--- config.mk ---
export PLATFORM = sky130hd
export DESIGN_NAME = dest_filter
export DESIGN_NICKNAME = d
export VERILOG_FILES = /design/src/rtl/fd_pkg.sv /design/src/rtl/fd_setup_loader.sv /design/src/rtl/fd_da_capture.sv /design/src/rtl/fd_match.sv /design/src/rtl/dest_filter.sv
export SDC_FILE = /design/constraint.sdc
export NUM_CORES = 1
export LEC_CHECK = 0
export ABC_AREA = 0
export BUFFER_PORTS_ARGS = -buffer_cell sky130_fd_sc_hd__buf_2
export CAP_MARGIN = 0
export CORE_MARGIN = 2
export CORE_UTILIZATION = 58
export CTS_CLUSTER_DIAMETER = 150
export DETAILED_ROUTE_END_ITERATION = 8
export PLACE_DENSITY = 0.78
export SLEW_MARGIN = 20
export SYNTH_ARGS = -nofsm -noshare
export SYNTH_HDL_FRONTEND = slang
export SYNTH_SLANG_ARGS = --single-unit
--- constraint.sdc ---
create_clock -name clk -period 2.8 [get_ports clk]
set_input_delay 0.28 -clock clk [delete_from_list [all_inputs] [get_ports clk]]
set_output_delay 0.28 -clock clk [all_outputs]
set_load 0.1 [all_outputs]
--- src/rtl/fd_pkg.sv ---
package fd_pkg;
  localparam int SU_ROWS    = 16;
  localparam int SU_COLS    = 8;
  localparam int HALF_ROWS  = 8;
  localparam int ADDR_BYTES = 6;
  localparam int AW         = 8 * ADDR_BYTES;
  localparam int BASE_LEN   = SU_ROWS * SU_COLS;
  localparam int NUM_ENT    = (SU_ROWS / HALF_ROWS) * (SU_COLS - 1);
  localparam int ENT_W      = $clog2(NUM_ENT);
  localparam int COL_W      = $clog2(SU_COLS);
  localparam int ROW_W      = $clog2(SU_ROWS);
  localparam int HROW_W     = $clog2(HALF_ROWS);
  localparam int POS_W      = $clog2(BASE_LEN);
  localparam int CNT_W      = POS_W + 1;
  localparam int IDX_W      = $clog2(ADDR_BYTES + 1);

  typedef struct packed {
    logic              hit;
    logic [ENT_W-1:0]  entry;
    logic [HROW_W-1:0] byte_k;
  } slot_t;

  typedef struct packed {
    logic promisc;
    logic allmulti;
  } mode_t;

  // Where a byte of the setup array lands in the table.
  function automatic slot_t map_setup_byte(input logic [POS_W-1:0] pos);
    slot_t s;
    logic [COL_W-1:0]  col;
    logic [ROW_W-1:0]  row;
    logic [HROW_W-1:0] k;
    col      = pos[COL_W-1:0];
    row      = pos[POS_W-1:COL_W];
    k        = row[HROW_W-1:0];
    s.hit    = (col != '0) && (k < HROW_W'(ADDR_BYTES));
    s.entry  = ENT_W'(int'(row[ROW_W-1]) * (SU_COLS - 1) + int'(col) - 1);
    s.byte_k = k;
    return s;
  endfunction

  // Mode bits come from the setup length beyond the base array size.
  function automatic mode_t mode_from_len(input logic [CNT_W-1:0] len);
    logic [CNT_W-1:0] extra;
    mode_t m;
    extra      = len - CNT_W'(BASE_LEN);
    m.allmulti = extra[0];
    m.promisc  = extra[1];
    return m;
  endfunction

  // Group (multicast) bit of the first destination byte.
  function automatic logic is_group(input logic [7:0] first_byte);
    return first_byte[0];
  endfunction
endpackage

--- src/rtl/fd_setup_loader.sv ---
module fd_setup_loader
  import fd_pkg::*;
(
  input  logic                          clk,
  input  logic                          rst_n,
  input  logic                          su_valid,
  input  logic [7:0]                    su_data,
  input  logic                          su_last,
  output logic [NUM_ENT-1:0][AW-1:0]    tbl_o,
  output logic                          tbl_active_o,
  output mode_t                         mode_o,
  output logic                          su_ack_o
);
  localparam logic [CNT_W-1:0] BASE_C = CNT_W'(BASE_LEN);

  logic [CNT_W-1:0] cnt_q;
  logic [CNT_W-1:0] len_now;
  logic             in_body;
  logic             wr_en;
  logic             done;
  slot_t            slot;

  assign len_now = (cnt_q == '1) ? cnt_q : cnt_q + 1'b1;
  assign in_body = cnt_q < BASE_C;
  assign slot    = map_setup_byte(cnt_q[POS_W-1:0]);
  assign wr_en   = su_valid && in_body && slot.hit;
  assign done    = su_valid && su_last && (len_now >= BASE_C);

  always_ff @(posedge clk or negedge rst_n) begin
    if (!rst_n) begin
      cnt_q        <= '0;
      tbl_active_o <= 1'b0;
      mode_o       <= '0;
      su_ack_o     <= 1'b0;
    end else begin
      su_ack_o <= done;
      if (su_valid) begin
        cnt_q <= su_last ? '0 : len_now;
      end
      if (done) begin
        tbl_active_o <= 1'b1;
        mode_o       <= mode_from_len(len_now);
      end
    end
  end

  for (genvar e = 0; e < NUM_ENT; e++) begin : g_ent
    logic [AW-1:0] ent_q;
    always_ff @(posedge clk or negedge rst_n) begin
      if (!rst_n) begin
        ent_q <= '0;
      end else begin
        for (int k = 0; k < ADDR_BYTES; k++) begin
          if (wr_en && slot.entry == ENT_W'(e) && slot.byte_k == HROW_W'(k))
            ent_q[AW-1-8*k -: 8] <= su_data;
        end
      end
    end
    assign tbl_o[e] = ent_q;
  end
endmodule

--- src/rtl/fd_da_capture.sv ---
module fd_da_capture
  import fd_pkg::*;
(
  input  logic          clk,
  input  logic          rst_n,
  input  logic          rx_valid,
  input  logic          rx_sof,
  input  logic [7:0]    rx_data,
  output logic [AW-1:0] da_full_o,
  output logic          da_done_o,
  output logic          da_mcast_o
);
  localparam logic [IDX_W-1:0] IDLE = IDX_W'(ADDR_BYTES);
  localparam logic [IDX_W-1:0] LAST = IDX_W'(ADDR_BYTES - 1);

  logic [IDX_W-1:0] idx_q;
  logic [IDX_W-1:0] idx_now;
  logic [AW-9:0]    hold_q;
  logic             take;

  assign idx_now    = rx_sof ? '0 : idx_q;
  assign take       = rx_valid && (idx_now < IDLE);
  assign da_done_o  = take && (idx_now == LAST);
  assign da_full_o  = {hold_q, rx_data};
  assign da_mcast_o = is_group(hold_q[AW-9 -: 8]);

  always_ff @(posedge clk or negedge rst_n) begin
    if (!rst_n) begin
      idx_q  <= IDLE;
      hold_q <= '0;
    end else if (take) begin
      idx_q <= idx_now + 1'b1;
      for (int k = 0; k < ADDR_BYTES - 1; k++) begin
        if (idx_now == IDX_W'(k))
          hold_q[AW-9-8*k -: 8] <= rx_data;
      end
    end
  end
endmodule

--- src/rtl/fd_match.sv ---
module fd_match
  import fd_pkg::*;
(
  input  logic                       clk,
  input  logic                       rst_n,
  input  logic [NUM_ENT-1:0][AW-1:0] tbl,
  input  logic                       tbl_active,
  input  mode_t                      mode,
  input  logic [AW-1:0]              da_full,
  input  logic                       da_done,
  input  logic                       da_mcast,
  output logic                       dec_valid_o,
  output logic                       dec_accept_o
);
  logic [NUM_ENT-1:0] hit;
  logic               accept_now;

  for (genvar e = 0; e < NUM_ENT; e++) begin : g_cmp
    assign hit[e] = (tbl[e] == da_full);
  end

  assign accept_now = mode.promisc
                    | (mode.allmulti & da_mcast)
                    | (tbl_active & (|hit));

  always_ff @(posedge clk or negedge rst_n) begin
    if (!rst_n) begin
      dec_valid_o  <= 1'b0;
      dec_accept_o <= 1'b0;
    end else begin
      dec_valid_o  <= da_done;
      dec_accept_o <= da_done & accept_now;
    end
  end
endmodule

--- src/rtl/dest_filter.sv ---
module dest_filter
  import fd_pkg::*;
(
  input  logic       clk,
  input  logic       rst_n,
  input  logic       su_valid,
  input  logic [7:0] su_data,
  input  logic       su_last,
  output logic       su_ack,
  input  logic       rx_valid,
  input  logic       rx_sof,
  input  logic [7:0] rx_data,
  output logic       dec_valid,
  output logic       dec_accept
);
  logic [NUM_ENT-1:0][AW-1:0] tbl;
  logic                       tbl_active;
  mode_t                      mode;
  logic                       mode_allmulti;
  logic                       mode_promisc;
  logic [AW-1:0]              da_full;
  logic                       da_done;
  logic                       da_mcast;

  assign mode_allmulti = mode.allmulti;
  assign mode_promisc  = mode.promisc;

  fd_setup_loader u_load (
    .clk          (clk),
    .rst_n        (rst_n),
    .su_valid     (su_valid),
    .su_data      (su_data),
    .su_last      (su_last),
    .tbl_o        (tbl),
    .tbl_active_o (tbl_active),
    .mode_o       (mode),
    .su_ack_o     (su_ack)
  );

  fd_da_capture u_cap (
    .clk        (clk),
    .rst_n      (rst_n),
    .rx_valid   (rx_valid),
    .rx_sof     (rx_sof),
    .rx_data    (rx_data),
    .da_full_o  (da_full),
    .da_done_o  (da_done),
    .da_mcast_o (da_mcast)
  );

  fd_match u_match (
    .clk          (clk),
    .rst_n        (rst_n),
    .tbl          (tbl),
    .tbl_active   (tbl_active),
    .mode         (mode),
    .da_full      (da_full),
    .da_done      (da_done),
    .da_mcast     (da_mcast),
    .dec_valid_o  (dec_valid),
    .dec_accept_o (dec_accept)
  );
endmodule

# Word-level counts from Yosys, hierarchy flattened
# Cells that the tools add are included.
# word_totals
romBits	0
latchBits	0
regBits	729
mem_bits_rw	0
n_memories	0
# op_classes
bitwise_logic	5
div	0
order_cmp	4
shifts	0
n_reduce_logical	115
n_addsub	5
mul	1
eq_ne	38
muxes	3
# ops
op	count
$eq 48x48->1	14
$logic_and 1x1->1	105
$eq 4x4->1 const B	6
$eq 4x3->1 const B	4
$mux 8	2
$reduce_or 14->1	1
$eq 3x2->1 const B	4
$eq 3x3->1 const B	4
$reduce_and 2->1	5
$add 8x1->8 const B	1
$eq 4x2->1 const B	2
$eq 8x8->1 const B	1
$ge 8x8->1 const B	1
$lt 8x8->1 const B	1
$eq 3x1->1 const B	2
$logic_not 3->1	2
$lt 3x3->1 const B	2
$add 4x4->4	1
$eq 4x1->1 const B	1
$logic_not 4->1	1
$mul 1x3->4 const B	1
$sub 4x2->4 const B	1
$add 3x1->3 const B	1
$and 1x1->1	3
4 further kinds	5

# Logic depth before layout (Yosys ltp)
# Gate-level depths: netlist of run 1.
# depth
depth_word	6
ltp_mapped	10

# Hierarchy
# Synthesis of run 1 repeated with hierarchy kept, for this count alone.
# unflattened
hier_cells	2772
hier_area_um2	37008.0
# modules_own_cells
module	seq_area_each_um2	instances	area_each_um2	cells_each
fd_setup_loader	17116.4	1	26678.1	1649
fd_match	50.0	1	8484.4	1001
fd_da_capture	1078.5	1	1845.5	122

# Worst setup path before layout of run 1
# Ideal clock, no wire load.
# synth_path
path_kind	reg-to-reg
from	register u_load.cnt_q[1]
to	register u_load.g_ent[13].ent_q[24]
stages_incl_launch_ff	10
arrival_ps	2908
setup_slack_ps	-233
required_time_ps	2675
synth_period_minus_slack_ps	3033
path_cell_list	dfrtp_1 inv_1 ha_1 inv_1 ha_1 fa_1 buf_1 nand3_2 nor2_2 mux2_2
# synth_via
elab_chain_len	5
elab_cells_between_ends	10
# synth_rtl
item	line_no	source
start: declaration	fd_setup_loader.sv:16	logic [CNT_W-1:0] cnt_q;
start signal: assignment	fd_setup_loader.sv:38	cnt_q <= su_last ? '0 : len_now;
$add 4x4->4, or another cell as far along	fd_pkg.sv:38	s.entry = ENT_W'(int'(row[ROW_W-1]) * (SU_COLS - 1) + int'(col) - 1);
$sub 4x2->4, or another cell as far along	fd_pkg.sv:38	
$eq 4x4->1 or $logic_and 1x1->1 (tied branches)	fd_setup_loader.sv:54, fd_setup_loader.sv:26	
$logic_and 1x1->1 (*) (2 in a row)	fd_setup_loader.sv:54	if (wr_en && slot.entry == ENT_W'(e) && slot.byte_k == HROW_W'(k))
end signal: indexed assignment	fd_setup_loader.sv:55	ent_q[AW-1-8*k -: 8] <= su_data;
end: declaration	fd_setup_loader.sv:48	logic [AW-1:0] ent_q;
# Every way passes the cells marked *; elsewhere a longest branch is shown, timed or not.
# A chain may end at the register's enable or synchronous reset.

# Worst setup path after layout of run 1
# layout_path
from	register u_load.cnt_q[0]
to	register u_load.g_ent[5].ent_q[24]
# layout_via
elab_chain_len	5
elab_cells_between_ends	10
# layout_rtl
item	line_no
$add 4x4->4, or another cell as far along	fd_pkg.sv:38
$sub 4x2->4, or another cell as far along	fd_pkg.sv:38
$eq 4x3->1 or $logic_and 1x1->1 (tied branches)	fd_setup_loader.sv:54, fd_setup_loader.sv:26
$logic_and 1x1->1 (*) (2 in a row)	fd_setup_loader.sv:54
end signal: indexed assignment	fd_setup_loader.sv:55
end: declaration	fd_setup_loader.sv:48
# Marks and branches as above.

==> results by group, run 1 <==
Worst setup path
  • Max FO, Critical Path: 8
  • Critical path required time: 3.31 ns
  • Setup CP Type: reg2reg
  • Worst setup EP type: register
  • CP Launch Type: register
  • Critical Path AT: 3.34 ns

Logic synthesis
  • Syn nets: 2776
  • Gate count of the mapped netlist: 2742
  • YS warnings: 0
  • Yosys cell types: 43
  • Synth Area per Inst: 13.1 sq um
  • Synthesized flop and latch total: 729
  • Synth Cell Area: 35900 sq um
  • Sequential share of the synthesized area: 50.9%

Clock tree
  • CTS Sinks: 729
  • CTS tree: done
  • Clk_lat worst skew: 0.64 ns
  • Worst-path clk slew: 0.06 ns
  • H-tree depth: 3
  • Clock buffer depth: 3
  • Total CTS buffers: 76
  • Root Buffer: clkbuf_16

Floorplan
  • Die height: 253 um
  • Initial Util: 58.4%
  • Row count: 91
  • Die area: 63800 sq um
  • Core footprint: 61400 sq um
  • Die width: 253 um
  • Io pins: 25

Global routing
  • Tot GR Track Use: 37.3%
  • Initial antenna violation count: 2
  • First-pass GRT wire length: 171 mm
  • Grt ovf: 0
  • Vias in the first global route: 25428
  • Pin count of the biggest net entering global routing: 98

Drt
  • Antenna viol nets, final: 0
  • DR vias: 24418
  • Routed WL per cell: 31.7 um
  • Iteration-0 DRC Markers: 2739
  • Pre-antenna DRT Iters: 7
  • Drt drc: 0
  • Final WL: 119 mm
  • Via/cell ratio: 6.50

Run status
  • Status: finished with violations
  • Failing checks: negative setup slack

Power and ir drop
  • Cell Pwr Density: 825 nW/um^2
  • VDD IR max: 0.623 mV
  • Static leakage power: 0.0200 uW

Timing
  • Final min period: 2.83 ns
  • Fmax: 354 MHz
  • Clk_skew: 0.0288 ns
  • Worst Tran Pin Value: 0.863 ns
  • Min Hold Slack: 0.0270 ns
  • RSZ-0062 raised after global routing: true
  • Final setup viols: 21
  • Max Slew Vio Count: 0
  • Tcrit/Tclk final: 101%
  • Final hold vios: 0
  • Slew headroom: 42.2%
  • Final worst setup slack: -0.0280 ns

Place
  • Hpwl dp: 74.7 mm
  • Place WS: -0.395 ns
  • Gpl congestion: 0.970
  • IO buf count: 24

Min path
  • Hold/Removal Path Class: in2reg

Final layout
  • Area Growth Syn to Fin: 18.6%
  • Fillers: 4020
  • # diodes: 0
  • Most common cell after layout, fill and taps aside: dfrtp_1
  • Share of layout cells above drive strength 1: 41.3%
  • Most frequent cells in the layout: dfrtp_1 (725), mux2_2 (569), xnor2_1 (388)
  • # nets final: 2946

Run
  • Max-cap violations: 0
through the flow:
step	utilization (%)	instance area, sq um	instances	total power [uW]	TNS, ns
2_1_floorplan	-	35900	2742	18600	0
5_1_grt	69.3	42500	3757	35900	-3.67
6_report	69.3	42500	3757	35100	-0.269
3_5_place_dp	62.9	38600	3593	23800	-130.83
4_1_cts	67.7	41500	3739	34400	-0.406
3_3_place_gp	62.9	38600	3593	23600	-161.89
per-layer routing:
layer	share of wire, %	global-route usage (%)	wire length, um	vias to the layer above
li1	-	-	-	9774
met1	38	48.3	45800	12713
met2	44	56.1	52400	1500
met3	11	11.2	12800	429
met4	6.7	21.2	8000	2
met5	0.012	0	14	-
path summary, 6_finish.rpt:
kind                                     start                        end  slack [ns]  cells past startpoint
min in group asynchronous                rst_n  u_load.g_ent[4].ent_q[41]        0.20                      2
hold reg to reg            u_load.tbl_active_o        u_load.tbl_active_o        0.47                      1
setup reg to reg               u_load.cnt_q[0]  u_load.g_ent[5].ent_q[24]       -0.03                     10
setup / recovery               u_load.cnt_q[0]  u_load.g_ent[5].ent_q[24]       -0.03                     10
max in group asynchronous                rst_n            u_load.cnt_q[7]        1.50                      3
hold / removal                        su_valid            u_load.cnt_q[3]        0.03                      2
Yosys cell counts (all sizes together):
cell	n	share of area (%)
nand2	59	0.87
dfstp	2	0.15
nand2b	5	0.087
o22ai	1	0.017
a21oi	9	0.13
and2	3	0.052
nand4b	1	0.024
xnor2	389	9.5
a31oi	2	0.035
nor3	16	0.31
dfrtp	727	51
nand3	15	0.27
nor2b	2	0.035
or3	1	0.017
o21ai	5	0.070
nor4	97	1.7
or2	2	0.035
nor2	64	1.3
nor3b	1	0.021
o311a	1	0.028
or3b	1	0.024
inv	11	0.12
nand4	118	2.1
o21a	1	0.021
ha	11	0.38
clkbuf	84	0.88
and4b	1	0.028
and3b	1	0.024
a22o	1	0.024
o311ai	1	0.024
nand3b	1	0.021
fa	1	0.056
o31ai	1	0.021
buf	102	1.4
and3	1	0.017
xor2	290	7.1
mux2	714	22
registers in the layout, summed over array words and instances (netlist names):
name / flops
u_load.mode_o: 2
u_match.dec_valid_o: 1
u_match.dec_accept_o: 1
u_load.tbl_active_o: 1
u_load.su_ack_o: 1
u_load.cnt_q: 8
u_cap.hold_q: 40
u_load.g_ent.ent_q: 672
u_cap.idx_q: 3
where the power goes:
| part | switching, uW | internal (uW) |
|---|---|---|
| combinational | 7070 | 4910 |
| clock | 4280 | 6310 |
| sequential | 943 | 11600 |
| total | 12300 | 22800 |
what timing repair did:
item	CTS	global route
resized for setup	29	169
endpoints found under the hold margin	54	0
pin swaps	15	34
hold buffers	3	0
setup buffers	10	18
endpoints found under the setup margin	673	632
final cells by class:
cell class	instances	area, sq um	area share [%]
Sequential cell	729	18200	42.9
Tap cell	790	988	2.33
Inverter	11	43.8	0.103
Clock inverter	24	329	0.774
Multi-Input combinational cell	1816	17500	41.3
Timing Repair Buffer	278	3110	7.31
Clock buffer	109	2250	5.29
kinds of logic after synthesis:
family / synth area share (%)
buf+inv: 2.41
compound gates: 0.366
flops: 50.9
simple gates: 6.88
xor+xnor: 16.6
mux: 22.4
fa+ha+maj: 0.440
critical path, stage by stage (launching register included):
cell and delay (ns):
dfrtp_1 0.38, inv_1 0.13, ha_1 0.16, inv_1 0.06, ha_4 0.16, fa_2 0.45
xnor2_4 0.37, nand3_2 0.15, buf_12 0.19, nor2_4 0.29, mux2_2 0.38
Note: power is estimated with default switching activity, not from simulation.
==> run 2, diff against run 1 <==
Settings changed: ABC_AREA 0 to 1.
==> run 2 against run 1 <==
Synthesized area down 0.27%. Critical path type unchanged. Final cell count grew 38%. Register-to-register slack improved by 0.16 ns. Global-route usage is 3.5 points lower. Core utilization is 2.7 points lower. Clock power hardly changed. Via count is 20% higher. The run now ends clean. Combinational power fell by 14%. Sequential share of layout area increased by 1.7 points. Non-clock buffer count is 29 lower. Flip-flop and latch count stayed put. Routed wire length shrank 11%.
==> results by group, run 2 <==
Run status
  • Status: completed

Drt
  • Via/cell ratio: 5.69
  • DR vias: 29388
  • Antenna viol nets, final: 0
  • Drt drc: 0
  • Routed WL per cell: 20.5 um
  • Final WL: 106 mm
  • Pre-antenna DRT Iters: 6
  • Iteration-0 DRC Markers: 3806

Logic synthesis
  • Synth Cell Area: 35800 sq um
  • Synth Area per Inst: 8.40 sq um
  • Post-synth top flop: dfrtp_1
  • Leading area contributor after synthesis: dfrtp_1
  • Post-synth EDFFs: 0
  • Top cells by count, synth: nand2_1 (1459), dfrtp_1 (727), o21ai_0 (721)
  • Area contributors post-synth: dfrtp_1 (51%), nand2_1 (15%), xnor2_1 (14%), o21ai_0 (10%), nor2_1 (2.4%)
  • Synthesized flop and latch total: 729
  • Yosys cell types: 24
  • Share of the synthesized area in the top cell type: 50.9%
  • Most common cell in the netlist: nand2_1
  • Syn nets: 4292
  • Gate count of the mapped netlist: 4258
  • Asr flop ratio synth: 100%
  • YS warnings: 0
  • Sequential share of the synthesized area: 51.0%

Final layout
  • Max reg flops: 672
  • Most frequent cells in the layout: nand2_1 (1418), dfrtp_1 (727), o21ai_0 (713)
  • Most flops, register: u_load.g_ent.ent_q
  • # nets final: 4354
  • Share of layout cells above drive strength 1: 10.3%
  • Biggest regs: u_load.g_ent.ent_q (672), u_cap.hold_q (40), u_load.cnt_q (8)
  • Area Growth Syn to Fin: 14.3%
  • Most common cell after layout, fill and taps aside: nand2_1
  • Final core occ: 66.6%

Floorplan
  • Die height: 252 um
  • Initial Util: 58.3%
  • Core footprint: 61400 sq um
  • Row count: 91
  • Io pins: 25
  • Die area: 63700 sq um
  • Die width: 252 um

Timing
  • Min Hold Slack: 0.0442 ns
  • Clk_skew: 0.0293 ns
  • Final hold vios: 0
  • Max Slew Vio Count: 0
  • Post-route setup TNS: 0 ns
  • Final min period: 2.66 ns
  • Tcrit/Tclk final: 95.1%
  • Worst Tran Pin Value: 0.846 ns
  • Final setup viols: 0
  • Slew headroom: 43.5%
  • Fmax: 376 MHz

Global routing
  • Grt ovf: 0
  • Vias in the first global route: 27951
  • First-pass GRT wire length: 163 mm
  • Pin count of the biggest net entering global routing: 82
  • Tot GR Track Use: 33.8%
  • Initial antenna violation count: 4

Clock tree
  • CTS Sinks: 729
  • Worst-path clk slew: 0.06 ns
  • H-tree depth: 3
  • CTS tree: done
  • Clock buffer depth: 3
  • Clk_lat worst skew: 0.63 ns
  • Total CTS buffers: 76
  • Root Buffer: clkbuf_16

Worst setup path
  • Worst setup EP type: register
  • Setup CP Type: reg2reg
  • Slowest-stage cell, CP: fa_2
  • Worst path buffer plus inverter count: 6
  • Worst path max stage delay: 0.47 ns
  • CP top delay family: adder cells
  • Critical Path AT: 3.14 ns
  • Max FO, Critical Path: 16
  • Critical path required time: 3.28 ns
  • CP Launch Type: register
  • Worst-path cell chain: inv_2, ha_1, inv_1, ha_1, fa_2, inv_2, nand2_2, buf_4, nor2_4, buf_6, nand2_1, buf_12, nand2_1, o21ai_0

Place
  • IO buf count: 24
  • Gpl congestion: 0.986
  • Hpwl dp: 68.3 mm

Power and ir drop
  • Comb pwr share: 30.7%
  • Sw Share: 34.3%
  • Flop pwr share: 38.1%
  • Static leakage power: 0.0183 uW
  • Sw power: 11400 uW
  • Int Pwr: 21900 uW
  • Cell Pwr Density: 817 nW/um^2
  • VDD IR max: 0.620 mV
  • Clk pwr share: 31.1%

Min path
  • Hold/Removal Path Class: in2reg

Run
  • Max-cap violations: 0
-- run 2: cell count changes in the layout (fill, tap and decap cells not counted), moves of 179 or more --
cell / previous run / this run
mux2_2: 569 / 0
nand2_1: 21 / 1418
nor2_1: 11 / 221
o21ai_0: 5 / 713
xnor2_1: 388 / 567
xor2_1: 289 / 4
-- run 2: metrics by stage --
| step | power [uW] | cells | area [sq um] | setup slack [ns] |
|---|---|---|---|---|
| after floorplan | 19300 | 4258 | 35800 | 0.248 |
| after global placement | 22400 | 5022 | 37900 | -0.101 |
| after detailed placement | 22700 | 5022 | 37900 | -0.173 |
| after CTS | 33200 | 5161 | 40600 | -0.0908 |
| after global routing | 34800 | 5167 | 40900 | -0.00797 |
| final | 33400 | 5167 | 40900 | 0.137 |
-- run 2: layout make-up --
class                           instances  area (sq um)
Tap cell                              790           988
Clock inverter                         24           357
Timing Repair Buffer                  249          2470
Multi-Input combinational cell       3100         16000
Antenna cell                            2          5.00
Inverter                              164           626
Sequential cell                       729         18200
Clock buffer                          109          2170
Fill cell                            4577         20500
-- run 2: worst reg2reg max path, delay by kind of cell (launching register included) --
| family | cells | cell delay (ns) |
|---|---|---|
| and+or+nand+nor | 4 | 0.43 |
| DFF | 1 | 0.38 |
| adders and majority gates | 3 | 0.85 |
| AOI/OAI and AO/OA | 1 | 0.09 |
| buffers and inverters | 6 | 0.76 |
-- run 2: final timing paths --
path | startpoint | endpoint | slack [ns] | cells past startpoint
setup / recovery | u_load.cnt_q[6] | u_load.g_ent[8].ent_q[8] | 0.14 | 14
hold / removal | rx_sof | u_cap.idx_q[0] | 0.04 | 3
setup reg to reg | u_load.cnt_q[6] | u_load.g_ent[8].ent_q[8] | 0.14 | 14
hold reg to reg | u_load.tbl_active_o | u_load.tbl_active_o | 0.48 | 1
max in group asynchronous | rst_n | u_load.g_ent[5].ent_q[7] | 1.66 | 3
min in group asynchronous | rst_n | u_load.g_ent[4].ent_q[32] | 0.24 | 2
-- run 2: cells by family after synthesis --
group | Yosys count | synth area share (%)
simple gates | 1784 | 19.2
flops | 729 | 51.0
buf+inv | 429 | 5.01
compound gates | 732 | 10.3
fa+ha+maj | 12 | 0.441
xor+xnor | 572 | 14.0
-- run 2: power by group through the flow --
stage	Clock, uW	Sequential (uW)	Combinational, uW
floorplan	0	12300	6960
global placement	0	12800	9610
finish	10400	12700	10300
detailed placement	0	12900	9830
CTS	10500	12700	10000
global route	10900	12900	11100
-- run 2: repair_timing --
action / in CTS / in global routing
gates resized for setup: 45 / 74
buffers inserted: 0 / 2
hold endpoints to repair: 52 / 0
setup endpoints to repair: 401 / 617
cloned: 0 / 2
pin swaps: 3 / 9
hold buffers: 6 / 0
-- run 2: metal layers --
metal  share of wire (%)  GRT usage [%]  routed length, um
met1                  40           45.2              42100
met3                  10           6.90              10600
met5               0.026              0                 28
met2                  44           51.7              46900
met4                 6.0           19.3               6400
